`src/rtl/cpc_pkg.sv`:
```
`timescale 1ns/1ps
package cpc_pkg;
  typedef enum logic [1:0] {
    PH_IDLE   = 2'd0,
    PH_LOAD   = 2'd1,
    PH_CRUNCH = 2'd2,
    PH_DRAIN  = 2'd3
  } phase_e;

  localparam int FLAG_RD   = 0;
  localparam int FLAG_WR   = 1;
  localparam int FLAG_DONE = 2;
  localparam int NUM_FLAGS = 3;
endpackage

```
`src/rtl/cpc_word_ctr.sv`:
```
`timescale 1ns/1ps
module cpc_word_ctr #(
  parameter int WORDS = 4,
  parameter int CW    = 2
) (
  input  logic          clk,
  input  logic          rst_n,
  input  logic          clr,
  input  logic          inc,
  output logic [CW-1:0] cnt,
  output logic          at_last
);
  localparam logic [CW-1:0] LAST = CW'(WORDS - 1);

  logic          cnt_en;
  logic [CW-1:0] cnt_d;

  assign at_last = (cnt == LAST);

  always_comb begin
    cnt_en = clr | inc;
    if (clr || at_last) cnt_d = '0;
    else                cnt_d = cnt + 1'b1;
  end

  always_ff @(posedge clk or negedge rst_n) begin
    if (!rst_n)      cnt <= '0;
    else if (cnt_en) cnt <= cnt_d;
  end
endmodule

```
`src/rtl/cpc_sticky_flag.sv`:
```
`timescale 1ns/1ps
module cpc_sticky_flag (
  input  logic clk,
  input  logic rst_n,
  input  logic set,
  input  logic clr,
  output logic q
);
  logic q_en;
  logic q_d;

  always_comb begin
    q_en = set | clr;
    q_d  = set;          // set has priority over clear
  end

  always_ff @(posedge clk or negedge rst_n) begin
    if (!rst_n)    q <= 1'b0;
    else if (q_en) q <= q_d;
  end
endmodule

```
`src/rtl/cpc_phase_fsm.sv`:
```
`timescale 1ns/1ps
module cpc_phase_fsm
  import cpc_pkg::*;
(
  input  logic   clk,
  input  logic   rst_n,
  input  logic   enable,
  input  logic   load_hit,
  input  logic   load_last,
  input  logic   drain_hit,
  input  logic   drain_last,
  input  logic   core_done,
  output phase_e phase,
  output logic   core_start
);
  phase_e phase_d;
  logic   start_d;

  always_comb begin
    phase_d = phase;
    unique case (phase)
      PH_IDLE:   phase_d = PH_LOAD;
      PH_LOAD:   if (load_hit && load_last)   phase_d = PH_CRUNCH;
      PH_CRUNCH: if (core_done)               phase_d = PH_DRAIN;
      PH_DRAIN:  if (drain_hit && drain_last) phase_d = PH_LOAD;
      default:   phase_d = PH_IDLE;
    endcase
    if (!enable) phase_d = PH_IDLE;
    start_d = enable && (phase == PH_LOAD) && load_hit && load_last;
  end

  always_ff @(posedge clk or negedge rst_n) begin
    if (!rst_n) begin
      phase      <= PH_IDLE;
      core_start <= 1'b0;
    end else begin
      phase      <= phase_d;
      core_start <= start_d;
    end
  end
endmodule

```
`src/rtl/cipher_phase_ctrl.sv`:
```
`timescale 1ns/1ps
module cipher_phase_ctrl
  import cpc_pkg::*;
#(
  parameter int WORD_W  = 32,
  parameter int BLOCK_W = 128,
  localparam int WORDS  = BLOCK_W / WORD_W,
  localparam int IDX_W  = (WORDS > 1) ? $clog2(WORDS) : 1
) (
  input  logic             clk,
  input  logic             rst_n,
  input  logic             enable,
  input  logic             din_wr,
  input  logic             dout_rd,
  input  logic             core_done,
  input  logic             clr_rderr,
  input  logic             clr_wrerr,
  input  logic             clr_ccf,
  input  logic             errie,
  input  logic             ccfie,
  input  logic             dma_in_en,
  input  logic             dma_out_en,
  output logic [1:0]       phase,
  output logic             core_start,
  output logic             wr_accept,
  output logic             rd_accept,
  output logic [IDX_W-1:0] in_idx,
  output logic [IDX_W-1:0] out_idx,
  output logic             rderr,
  output logic             wrerr,
  output logic             ccf,
  output logic             err_irq,
  output logic             ccf_irq,
  output logic             dma_in_req,
  output logic             dma_out_req
);
  phase_e cur;
  logic   in_last, out_last;
  logic   in_ph, busy_ph, out_ph;
  logic   rd_bad, wr_bad, done_hit;
  logic   ctr_clr;
  logic [NUM_FLAGS-1:0] f_set, f_clr, f_q;

  always_comb begin
    in_ph     = enable && (cur == PH_LOAD);
    busy_ph   = enable && (cur == PH_CRUNCH);
    out_ph    = enable && (cur == PH_DRAIN);
    wr_accept = din_wr  && in_ph;
    rd_accept = dout_rd && out_ph;
    wr_bad    = din_wr  && (busy_ph || out_ph);
    rd_bad    = dout_rd && (in_ph || busy_ph);
    done_hit  = core_done && busy_ph;
    ctr_clr   = !enable;
  end

  cpc_phase_fsm u_fsm (
    .clk        (clk),
    .rst_n      (rst_n),
    .enable     (enable),
    .load_hit   (wr_accept),
    .load_last  (in_last),
    .drain_hit  (rd_accept),
    .drain_last (out_last),
    .core_done  (done_hit),
    .phase      (cur),
    .core_start (core_start)
  );

  cpc_word_ctr #(.WORDS(WORDS), .CW(IDX_W)) u_in_ctr (
    .clk     (clk),
    .rst_n   (rst_n),
    .clr     (ctr_clr),
    .inc     (wr_accept),
    .cnt     (in_idx),
    .at_last (in_last)
  );

  cpc_word_ctr #(.WORDS(WORDS), .CW(IDX_W)) u_out_ctr (
    .clk     (clk),
    .rst_n   (rst_n),
    .clr     (ctr_clr),
    .inc     (rd_accept),
    .cnt     (out_idx),
    .at_last (out_last)
  );

  always_comb begin
    f_set            = '0;
    f_clr            = '0;
    f_set[FLAG_RD]   = rd_bad;
    f_set[FLAG_WR]   = wr_bad;
    f_set[FLAG_DONE] = done_hit;
    f_clr[FLAG_RD]   = clr_rderr;
    f_clr[FLAG_WR]   = clr_wrerr;
    f_clr[FLAG_DONE] = clr_ccf;
  end

  for (genvar g = 0; g < NUM_FLAGS; g++) begin : g_flag
    cpc_sticky_flag u_flag (
      .clk   (clk),
      .rst_n (rst_n),
      .set   (f_set[g]),
      .clr   (f_clr[g]),
      .q     (f_q[g])
    );
  end

  always_comb begin
    phase       = cur;
    rderr       = f_q[FLAG_RD];
    wrerr       = f_q[FLAG_WR];
    ccf         = f_q[FLAG_DONE];
    err_irq     = errie && (rderr || wrerr);
    ccf_irq     = ccfie && ccf;
    dma_in_req  = in_ph  && dma_in_en;
    dma_out_req = out_ph && dma_out_en;
  end
endmodule

```
`config.mk`:
```
export PLATFORM = sky130hd
export DESIGN_NAME = cipher_phase_ctrl
export DESIGN_NICKNAME = d
export VERILOG_FILES = /design/src/rtl/cpc_pkg.sv /design/src/rtl/cpc_word_ctr.sv /design/src/rtl/cpc_sticky_flag.sv /design/src/rtl/cpc_phase_fsm.sv /design/src/rtl/cipher_phase_ctrl.sv
export SDC_FILE = /design/constraint.sdc
export NUM_CORES = 1
export LEC_CHECK = 0
export ABC_AREA = 1
export BUFFER_PORTS_ARGS = -buffer_cell sky130_fd_sc_hd__buf_2
export CAP_MARGIN = 25
export CORE_AREA = 3 3 40 42
export DETAILED_ROUTE_END_ITERATION = 6
export DIE_AREA = 0 0 43 45
export PLACE_DENSITY = 0.77
export RECOVER_POWER = 25
export SLEW_MARGIN = 15
export SYNTH_ARGS = -nofsm -noshare
export SYNTH_HDL_FRONTEND = slang
export SYNTH_SLANG_ARGS = --single-unit
export TNS_END_PERCENT = 50
```
`constraint.sdc`:
```
create_clock -name clk -period 1.8 [get_ports clk]
set_input_delay 0 -clock clk [delete_from_list [all_inputs] [get_ports clk]]
set_output_delay 0 -clock clk [all_outputs]
set_load 0.02 [all_outputs]
```
==> results_dict.tcl, run 1 <==
set metrics [dict create \
    status "finished clean" \
    nFillCells 116 \
    skew_ns 0.00270 \
    ant_nets 0 \
    hpwlAfterDp_mm 1.04 \
    vias 597 \
    clk_pin_slew_ns 0.07 \
    finalCriticalPeriod_ns 1.33 \
    rows 13 \
    antenna_cells 0 \
    cts_tree "yes" \
    setup_viol 0 \
    dr.first_iter.drc_count 7 \
    gp_congestion 0.837 \
    core-area_um2 1280 \
    finalSetupTns_ns 0 \
    cp_max_fo 5 \
    drc 0 \
    cts_buffer_depth 2 \
    numClockSinks 10 \
    clkLatencyLatePin_ns 0.26 \
    power_uw 883 \
    io_pins 29 \
    rsz0062_at_grt "no" \
    wire_per_inst_um 10.4 \
    ys_seq_area_share_pct 42.6 \
    multi_input_comb_area_um2 267 \
    tightest_slew_ns 0.548 \
    grt.total_usage_pct 14.8 \
    nets 132 \
    p_leak_uw 0.000512 \
    peakVddDrop_uv 619 \
    ff_latch_area_um2 250 \
    syn_area_um2 588 \
    h-tree-depth 1 \
    ys_types 13 \
    syn_nets 94 \
    finalCritPeriodShare_pct 74.1 \
    syn_area_per_cell_um2 7.84 \
    worstPathRequired_ns 1.80 \
    cts-root-buf "clkbuf_4" \
    ys.warnings.count 0 \
    die_w_um 43 \
    die_y_um 45 \
    first_global_vias 544 \
    syn2layout_area_growth_pct 41.5 \
    hold_class "in2reg" \
    synth-seq-cells 10 \
    drive_gt1_share_pct 29.5 \
    grt.overflow.total 0 \
    worstPathArrival_ns 1.33 \
    cp-start-kind "register" \
    slew_headroom_pct 63.5 \
    wl_mm 1.32 \
    cap_viol_max_count 0 \
    postSynthCellCount 75 \
    end_kind "output port" \
    cts_made_buffers 3 \
    worstSetupPathType "reg2out" \
    port-buffer-count 28 \
    dieArea_um2 1940 \
    finalMaxSlewViolations 0 \
    power.density_nw_per_um2 1060 \
    grt_pass1_wl_mm 2.14 \
    first_pass_iters 4 \
    vias_per_cell 4.70 \
    initial_core_util_pct 45.8 \
    hold_violations 0 \
    fmax_ghz 0.750 \
    grt_max_degree 11 \
    antenna_found_initial 0 \
]
-- layout make-up --
class,instances,share of cell area (%)
multi-input cells,46,32.0
flip-flops and latches,10,30.1
repair buffers,33,22.7
inverters,19,8.57
clock buffers,4,4.36
well taps,15,2.26
-- per-stage QoR --
| stage | setup WS, ns | util, % | std cells | cell area (um^2) | hold WS [ns] |
|---|---|---|---|---|---|
| 2_1_floorplan | 0.435 | - | 75 | 588 | -0.296 |
| 3_3_place_gp | 0.536 | 58.1 | 118 | 747 | -0.126 |
| 3_5_place_dp | 0.491 | 58.1 | 118 | 747 | -0.123 |
| 4_1_cts | 0.467 | 64.1 | 126 | 823 | 0.00485 |
| 5_1_grt | 0.373 | 64.8 | 127 | 832 | 0.0216 |
| 6_report | 0.466 | 64.8 | 127 | 832 | 0.0120 |
-- cell usage after synthesis --
cell	number	area share, %
o21ai_2	1	1.5
nand2_1	13	8.3
ha_1	6	13
inv_1	19	12
nor2_1	7	4.5
nand3_1	6	5.1
o21a_1	1	1.3
o22ai_1	1	1.1
o21ai_0	6	5.1
nor2_4	1	1.9
dfrtp_1	10	43
o21ai_1	2	1.7
nand4_1	2	2.1
-- final timing paths --
check / cells past startpoint / to / startpoint / slack (ns)
worst max-delay path: 5 / wr_accept / u_fsm.phase[1] / 0.47
worst min-delay path: 3 / g_flag[1].u_flag.q / din_wr / 0.01
worst max register to register: 8 / u_fsm.phase[0] / u_fsm.phase[1] / 0.48
worst min register to register: 1 / u_in_ctr.cnt[0] / u_in_ctr.cnt[0] / 0.51
max in group asynchronous: 2 / u_out_ctr.cnt[0] / rst_n / 1.21
min in group asynchronous: 2 / u_in_ctr.cnt[1] / rst_n / 0.23
-- cell usage in the layout (no fill, tap or decap), drive strengths merged --
cell / n
buf: 27
inv: 19
nand2: 13
dfrtp: 10
o21ai: 9
nor2: 8
nand3: 6
ha: 6
dlygate4sd3: 5
clkbuf: 5
nand4: 2
o21a: 1
o22ai: 1
-- state kept, by name, indices dropped and copies added, names as in the netlist --
| name | cells |
|---|---|
| u_fsm.phase | 2 |
| u_out_ctr.cnt | 2 |
| g_flag.u_flag.q | 3 |
| u_in_ctr.cnt | 2 |
| u_fsm.core_start | 1 |
-- routing by layer --
metal	track usage, %	vias up	wire (um)
li1	-	308	-
met1	16.5	266	575
met2	26.0	19	613
met3	2.79	4	91
met4	9.04	0	35
met5	0	-	0
-- power breakdown --
group	total (uW)	leakage, uW	internal, uW	switching [uW]
Sequential	326	0.000134	275	50.5
Clock	201	0.0000210	123	78.2
Combinational	357	0.000357	132	224
Total	883	0.000512	530	353
-- what timing repair did --
action	4_1_cts	5_1_grt
hold buffers	4	1
endpoints found under the setup margin	0	0
setup buffers	0	0
resized for setup	0	0
hold endpoints to repair	13	1
-- critical path: stages, from the launching register on --
cell and delay (ns):
dfrtp_1 0.42, inv_1 0.10, ha_1 0.14, nand2_1 0.11
nor2_4 0.13, buf_2 0.17
-- logic make-up after synthesis --
family / after synthesis / synth area share [%]
adder cells (fa/ha/maj): 6 / 12.8
AND/OR/NAND/NOR: 29 / 21.9
buffers and inverters: 19 / 12.1
flip-flops: 10 / 42.6
AO/OA/AOI/OAI: 11 / 10.6
No activity file was read; power rests on OpenSTA's default activity.
==> run 2: changes to the inputs <==
Settings changed: CORE_AREA 3 3 40 42 to not set, CORE_MARGIN set to 3, CORE_UTILIZATION set to 43, DIE_AREA 0 0 43 45 to not set, PLACE_DENSITY 0.77 to 0.76.
Clock period 1.8 ns to 1.3 ns, I/O delays scaled along.
==> results_dict.tcl, run 2 (synthesized netlist as in run 1, its figures left out) <==
set metrics [dict create \
    vias_per_cell 5.12 \
    antenna_cells 0 \
    cts_buffer_depth 2 \
    cp_slowest_cell "dfrtp_2" \
    dr.first_iter.drc_count 11 \
    cts_made_buffers 3 \
    clkLatencyLatePin_ns 0.27 \
    cts_tree "yes" \
    finalCritPeriodShare_pct 102 \
    vias 661 \
    grt_max_degree 11 \
    setup_viol 4 \
    rsz0062_at_grt "yes" \
    first_pass_iters 4 \
    grt.total_usage_pct 20.3 \
    worstPathRequired_ns 1.46 \
    regMostFlops "g_flag.u_flag.q" \
    skew_ns 0.00103 \
    rows 12 \
    nets 135 \
    dp_slack_ns 0.00289 \
    slew_headroom_pct 63.1 \
    gp_congestion 0.861 \
    final_common_cell "buf_2" \
    peakVddDrop_uv 1030 \
    worstPathArrival_ns 1.48 \
    core-area_um2 1190 \
    die_y_um 43.0 \
    cts-root-buf "clkbuf_4" \
    p_leak_uw 0.000547 \
    grt.overflow.total 0 \
    status "complete, but fails checks" \
    r2r_start "u_fsm.phase[0]" \
    ff2ff_setup_slack_ns -0.02 \
    end_kind "register" \
    wl_mm 1.80 \
    finalCriticalPeriod_ns 1.32 \
    h-tree-depth 1 \
    port-buffer-count 28 \
    power.density_nw_per_um2 1480 \
    place_inst 118 \
    worstSetupPathType "reg2reg" \
    cpMostUsedCell "nand2_1" \
    ant_nets 0 \
    first_global_vias 623 \
    tightest_slew_ns 0.554 \
    fmax_ghz 0.757 \
    drive_gt1_share_pct 45.2 \
    drc 0 \
    dieArea_um2 1850 \
    path_cells "inv_1 > ha_1 > nand2_1 > inv_2 > nand2_2 > nand3_2 > nand2_1 > nand2_1" \
    cap_viol_max_count 0 \
    cp-start-kind "register" \
    hold_path_end "g_flag[1].u_flag.q" \
    hpwlAfterDp_mm 1.09 \
    reg2reg_to "u_fsm.phase[0]" \
    wire_per_inst_um 13.9 \
    cp_max_fo 6 \
    die_w_um 43.0 \
    hold_violations 0 \
    hp-start "din_wr" \
    cp_top_family "flip-flops" \
    largest_reg_flops 3 \
    crit_buf_inv 2 \
    clk_pin_slew_ns 0.07 \
    hold_class "in2reg" \
    io_pins 29 \
    cp_slowest_stage_delay_ns 0.46 \
    grt_pass1_wl_mm 2.78 \
    final_cells 129 \
    r2r_cells 8 \
    initial_core_util_pct 49.6 \
    finalMaxSlewViolations 0 \
    hold_path_depth 3 \
    syn2layout_area_growth_pct 62.3 \
    antenna_found_initial 0 \
    violations "negative setup slack" \
    setup_ws_ns -0.0212 \
    layout_common_cells "buf_2 (23), inv_1 (17), nand2_1 (8), dfrtp_1 (8)" \
    numClockSinks 10 \
]
[run 2: cell types whose count changed in the layout (fill, tap and decap cells not counted), sizes merged]
cell  change
buf       +3
[run 2: worst min-delay path: stages]
cell and delay, ns:
buf_2 0.11, o21ai_0 0.07, o21ai_1 0.07
[run 2: worst max-delay path by stage]
stage	cells past startpoint	slack (ns)	endpoint	from
finish	8	-0.02	u_fsm.phase[0]	u_fsm.phase[0]
global route	8	-0.09	u_fsm.phase[0]	u_fsm.phase[0]
CTS	5	-0.009	dma_out_req	u_fsm.phase[0]
detailed placement	7	0.003	u_fsm.phase[1]	u_fsm.phase[0]
global placement	7	0.05	u_fsm.phase[0]	u_fsm.phase[0]
floorplan	6	-0.01	u_in_ctr.cnt[0]	u_fsm.phase[0]
[run 2: what timing repair did]
action                                  CTS  global route
cloned                                    0             0
resized for setup                        12            17
hold buffers                              5             0
endpoints found under the hold margin    13             0
pin swaps                                 2             3
endpoints found under the setup margin    5            11
setup buffers                             0             2
[run 2: area by class of cell]
type / instances / area (um^2)
multi-input combinational: 46 / 340
sequential: 10 / 253
timing repair buffer: 36 / 236
fill: 75 / 231
inverter: 19 / 71.3
clock buffer: 4 / 36.3
tap: 14 / 17.5
[run 2: metrics by stage]
step / hold WS [ns] / utilization [%] / cell area, um^2 / TNS (ns) / power, uW
finish: 0.0211 / 80.5 / 955 / -0.0332 / 1410
global route: 0.0275 / 80.5 / 955 / -0.391 / 1510
CTS: 0.00714 / 73.9 / 877 / -0.0179 / 1290
detailed placement: -0.124 / 63.8 / 757 / 0 / 957
global placement: -0.127 / 63.8 / 757 / 0 / 942
floorplan: -0.296 / - / 592 / -0.0117 / 776
[run 2: metal layers]
| metal | up-vias | track usage [%] | wire length (um) |
|---|---|---|---|
| met1 | 300 | 22.7 | 644 |
| met5 | - | 0 | 0 |
| met3 | 2 | 8.05 | 177 |
| li1 | 322 | - | - |
| met4 | 0 | 5.42 | 7 |
| met2 | 37 | 35.3 | 967 |
[run 2: power breakdown]
group	switching [uW]	internal, uW
sequential	104	386
combinational	384	260
clock	111	170
total	599	816
==> run 3: changes to the inputs <==
Settings changed: SKIP_CTS_REPAIR_TIMING set to 1.
==> results_dict.tcl, run 3 (synthesized netlist as in run 1, its figures left out) <==
set metrics [dict create \
    wl_mm 1.66 \
    peakVddDrop_uv 905 \
    endpoint "wr_accept" \
    regMostFlops "g_flag.u_flag.q" \
    grt_pass1_wl_mm 2.42 \
    pwr-share-clk_pct 20.4 \
    violations "negative setup slack" \
    largest_reg_flops 3 \
    skew_ns 0.00345 \
    vias_per_cell 5.11 \
    drive_gt1_share_pct 43.0 \
    die_y_um 43.0 \
    cts-root-buf "clkbuf_4" \
    r2r_start "u_fsm.phase[0]" \
    dr.first_iter.drc_count 19 \
    p_sw_share_pct 41.9 \
    dieArea_um2 1850 \
    cap_viol_max_count 0 \
    comb_power_share_pct 45.2 \
    setup_ws_ns -0.0226 \
    initial_core_util_pct 49.6 \
    vias 654 \
    status "complete, but fails checks" \
    ff2ff_setup_slack_ns 0.02 \
    power.density_nw_per_um2 1510 \
    rows 12 \
    power_frac_seq_pct 34.4 \
    syn2layout_area_growth_pct 58.5 \
    cts_made_buffers 3 \
    layout_common_cells "buf_2 (23), inv_1 (17), nand2_1 (10)" \
    slew_headroom_pct 65.1 \
    worstPathArrival_ns 1.32 \
    end_kind "output port" \
    worstPathRequired_ns 1.30 \
    rsz0062_at_grt "yes" \
    fmax_ghz 0.756 \
    wire_per_inst_um 13.0 \
    ant_nets 0 \
    final_core_util_pct 78.6 \
    hpwlAfterDp_mm 1.09 \
    setup_viol 2 \
    cp_max_fo 5 \
    nets 134 \
    port-buffer-count 28 \
    clk_pin_slew_ns 0.07 \
    numClockSinks 10 \
    final_cells 128 \
    cp-start-kind "register" \
    gp_congestion 0.861 \
    place_inst 118 \
    grt.total_usage_pct 17.5 \
    cts_buffer_depth 2 \
    core-area_um2 1190 \
    clkLatencyLatePin_ns 0.27 \
    p_sw_uw 589 \
    drc 0 \
    h-tree-depth 1 \
    antenna_cells 0 \
    cts_tree "yes" \
    finalMaxSlewViolations 0 \
    power.internal_uw 817 \
    io_pins 29 \
    hold_violations 0 \
    worstSetupPathType "reg2out" \
    first_global_vias 548 \
    finalSetupTns_ns -0.0305 \
    finalCriticalPeriod_ns 1.32 \
    final_common_cell "buf_2" \
    crit_start "u_fsm.phase[1]" \
    finalCritPeriodShare_pct 102 \
    die_w_um 43.0 \
    tightest_slew_ns 0.523 \
    hold_class "in2reg" \
    r2r_cells 8 \
    first_pass_iters 4 \
    grt.overflow.total 0 \
    antenna_found_initial 0 \
    reg2reg_to "u_fsm.phase[1]" \
    p_leak_uw 0.000534 \
    grt_max_degree 11 \
    dp_slack_ns 0.00289 \
    power_uw 1410 \
]
-- run 3: power by group through the flow --
stage | Combinational, uW | Clock [uW] | Sequential (uW)
after CTS | 500 | 292 | 453
final | 635 | 287 | 484
after detailed placement | 497 | 0 | 460
after global placement | 486 | 0 | 456
after global routing | 700 | 316 | 494
after floorplan | 235 | 0 | 541
-- run 3: metrics by stage --
step	area (um^2)	hold slack [ns]
finish	932	0.0115
global route	932	0.0159
CTS	793	-0.421
detailed placement	757	-0.124
global placement	757	-0.127
floorplan	592	-0.296
-- run 3: cell type report --
class,count,area [um^2]
repair buffers,35,226
fillers,84,254
flip-flops and latches,10,253
well taps,14,17.5
clock buffers,4,36.3
inverters,19,71.3
multi-input cells,46,328
-- run 3: routing by layer --
| layer | track usage, % | wire (um) | share of wire (%) |
|---|---|---|---|
| met4 | 3.61 | 50 | 3.0 |
| met3 | 8.90 | 192 | 12 |
| met2 | 27.8 | 818 | 49 |
| met1 | 21.1 | 603 | 36 |
| met5 | 0 | 0 | 0 |
-- run 3: how the worst min path moves through the flow --
| stage | from | to | cells after the start |
|---|---|---|---|
| 3_3_place_gp | rst_n | g_flag[2].u_flag.q | 1 |
| 2_1_floorplan | rst_n | g_flag[0].u_flag.q | 0 |
| 5_1_grt | core_done | g_flag[2].u_flag.q | 3 |
| 3_5_place_dp | rst_n | u_fsm.phase[0] | 1 |
| 6_report | din_wr | g_flag[1].u_flag.q | 3 |
| 4_1_cts | rst_n | g_flag[2].u_flag.q | 1 |
-- run 3: critical path, stage by stage (launching register included) --
cell,delay [ns]
dfrtp_2,0.46
inv_2,0.10
ha_4,0.14
nand2_4,0.06
nor2_4,0.15
buf_6,0.13
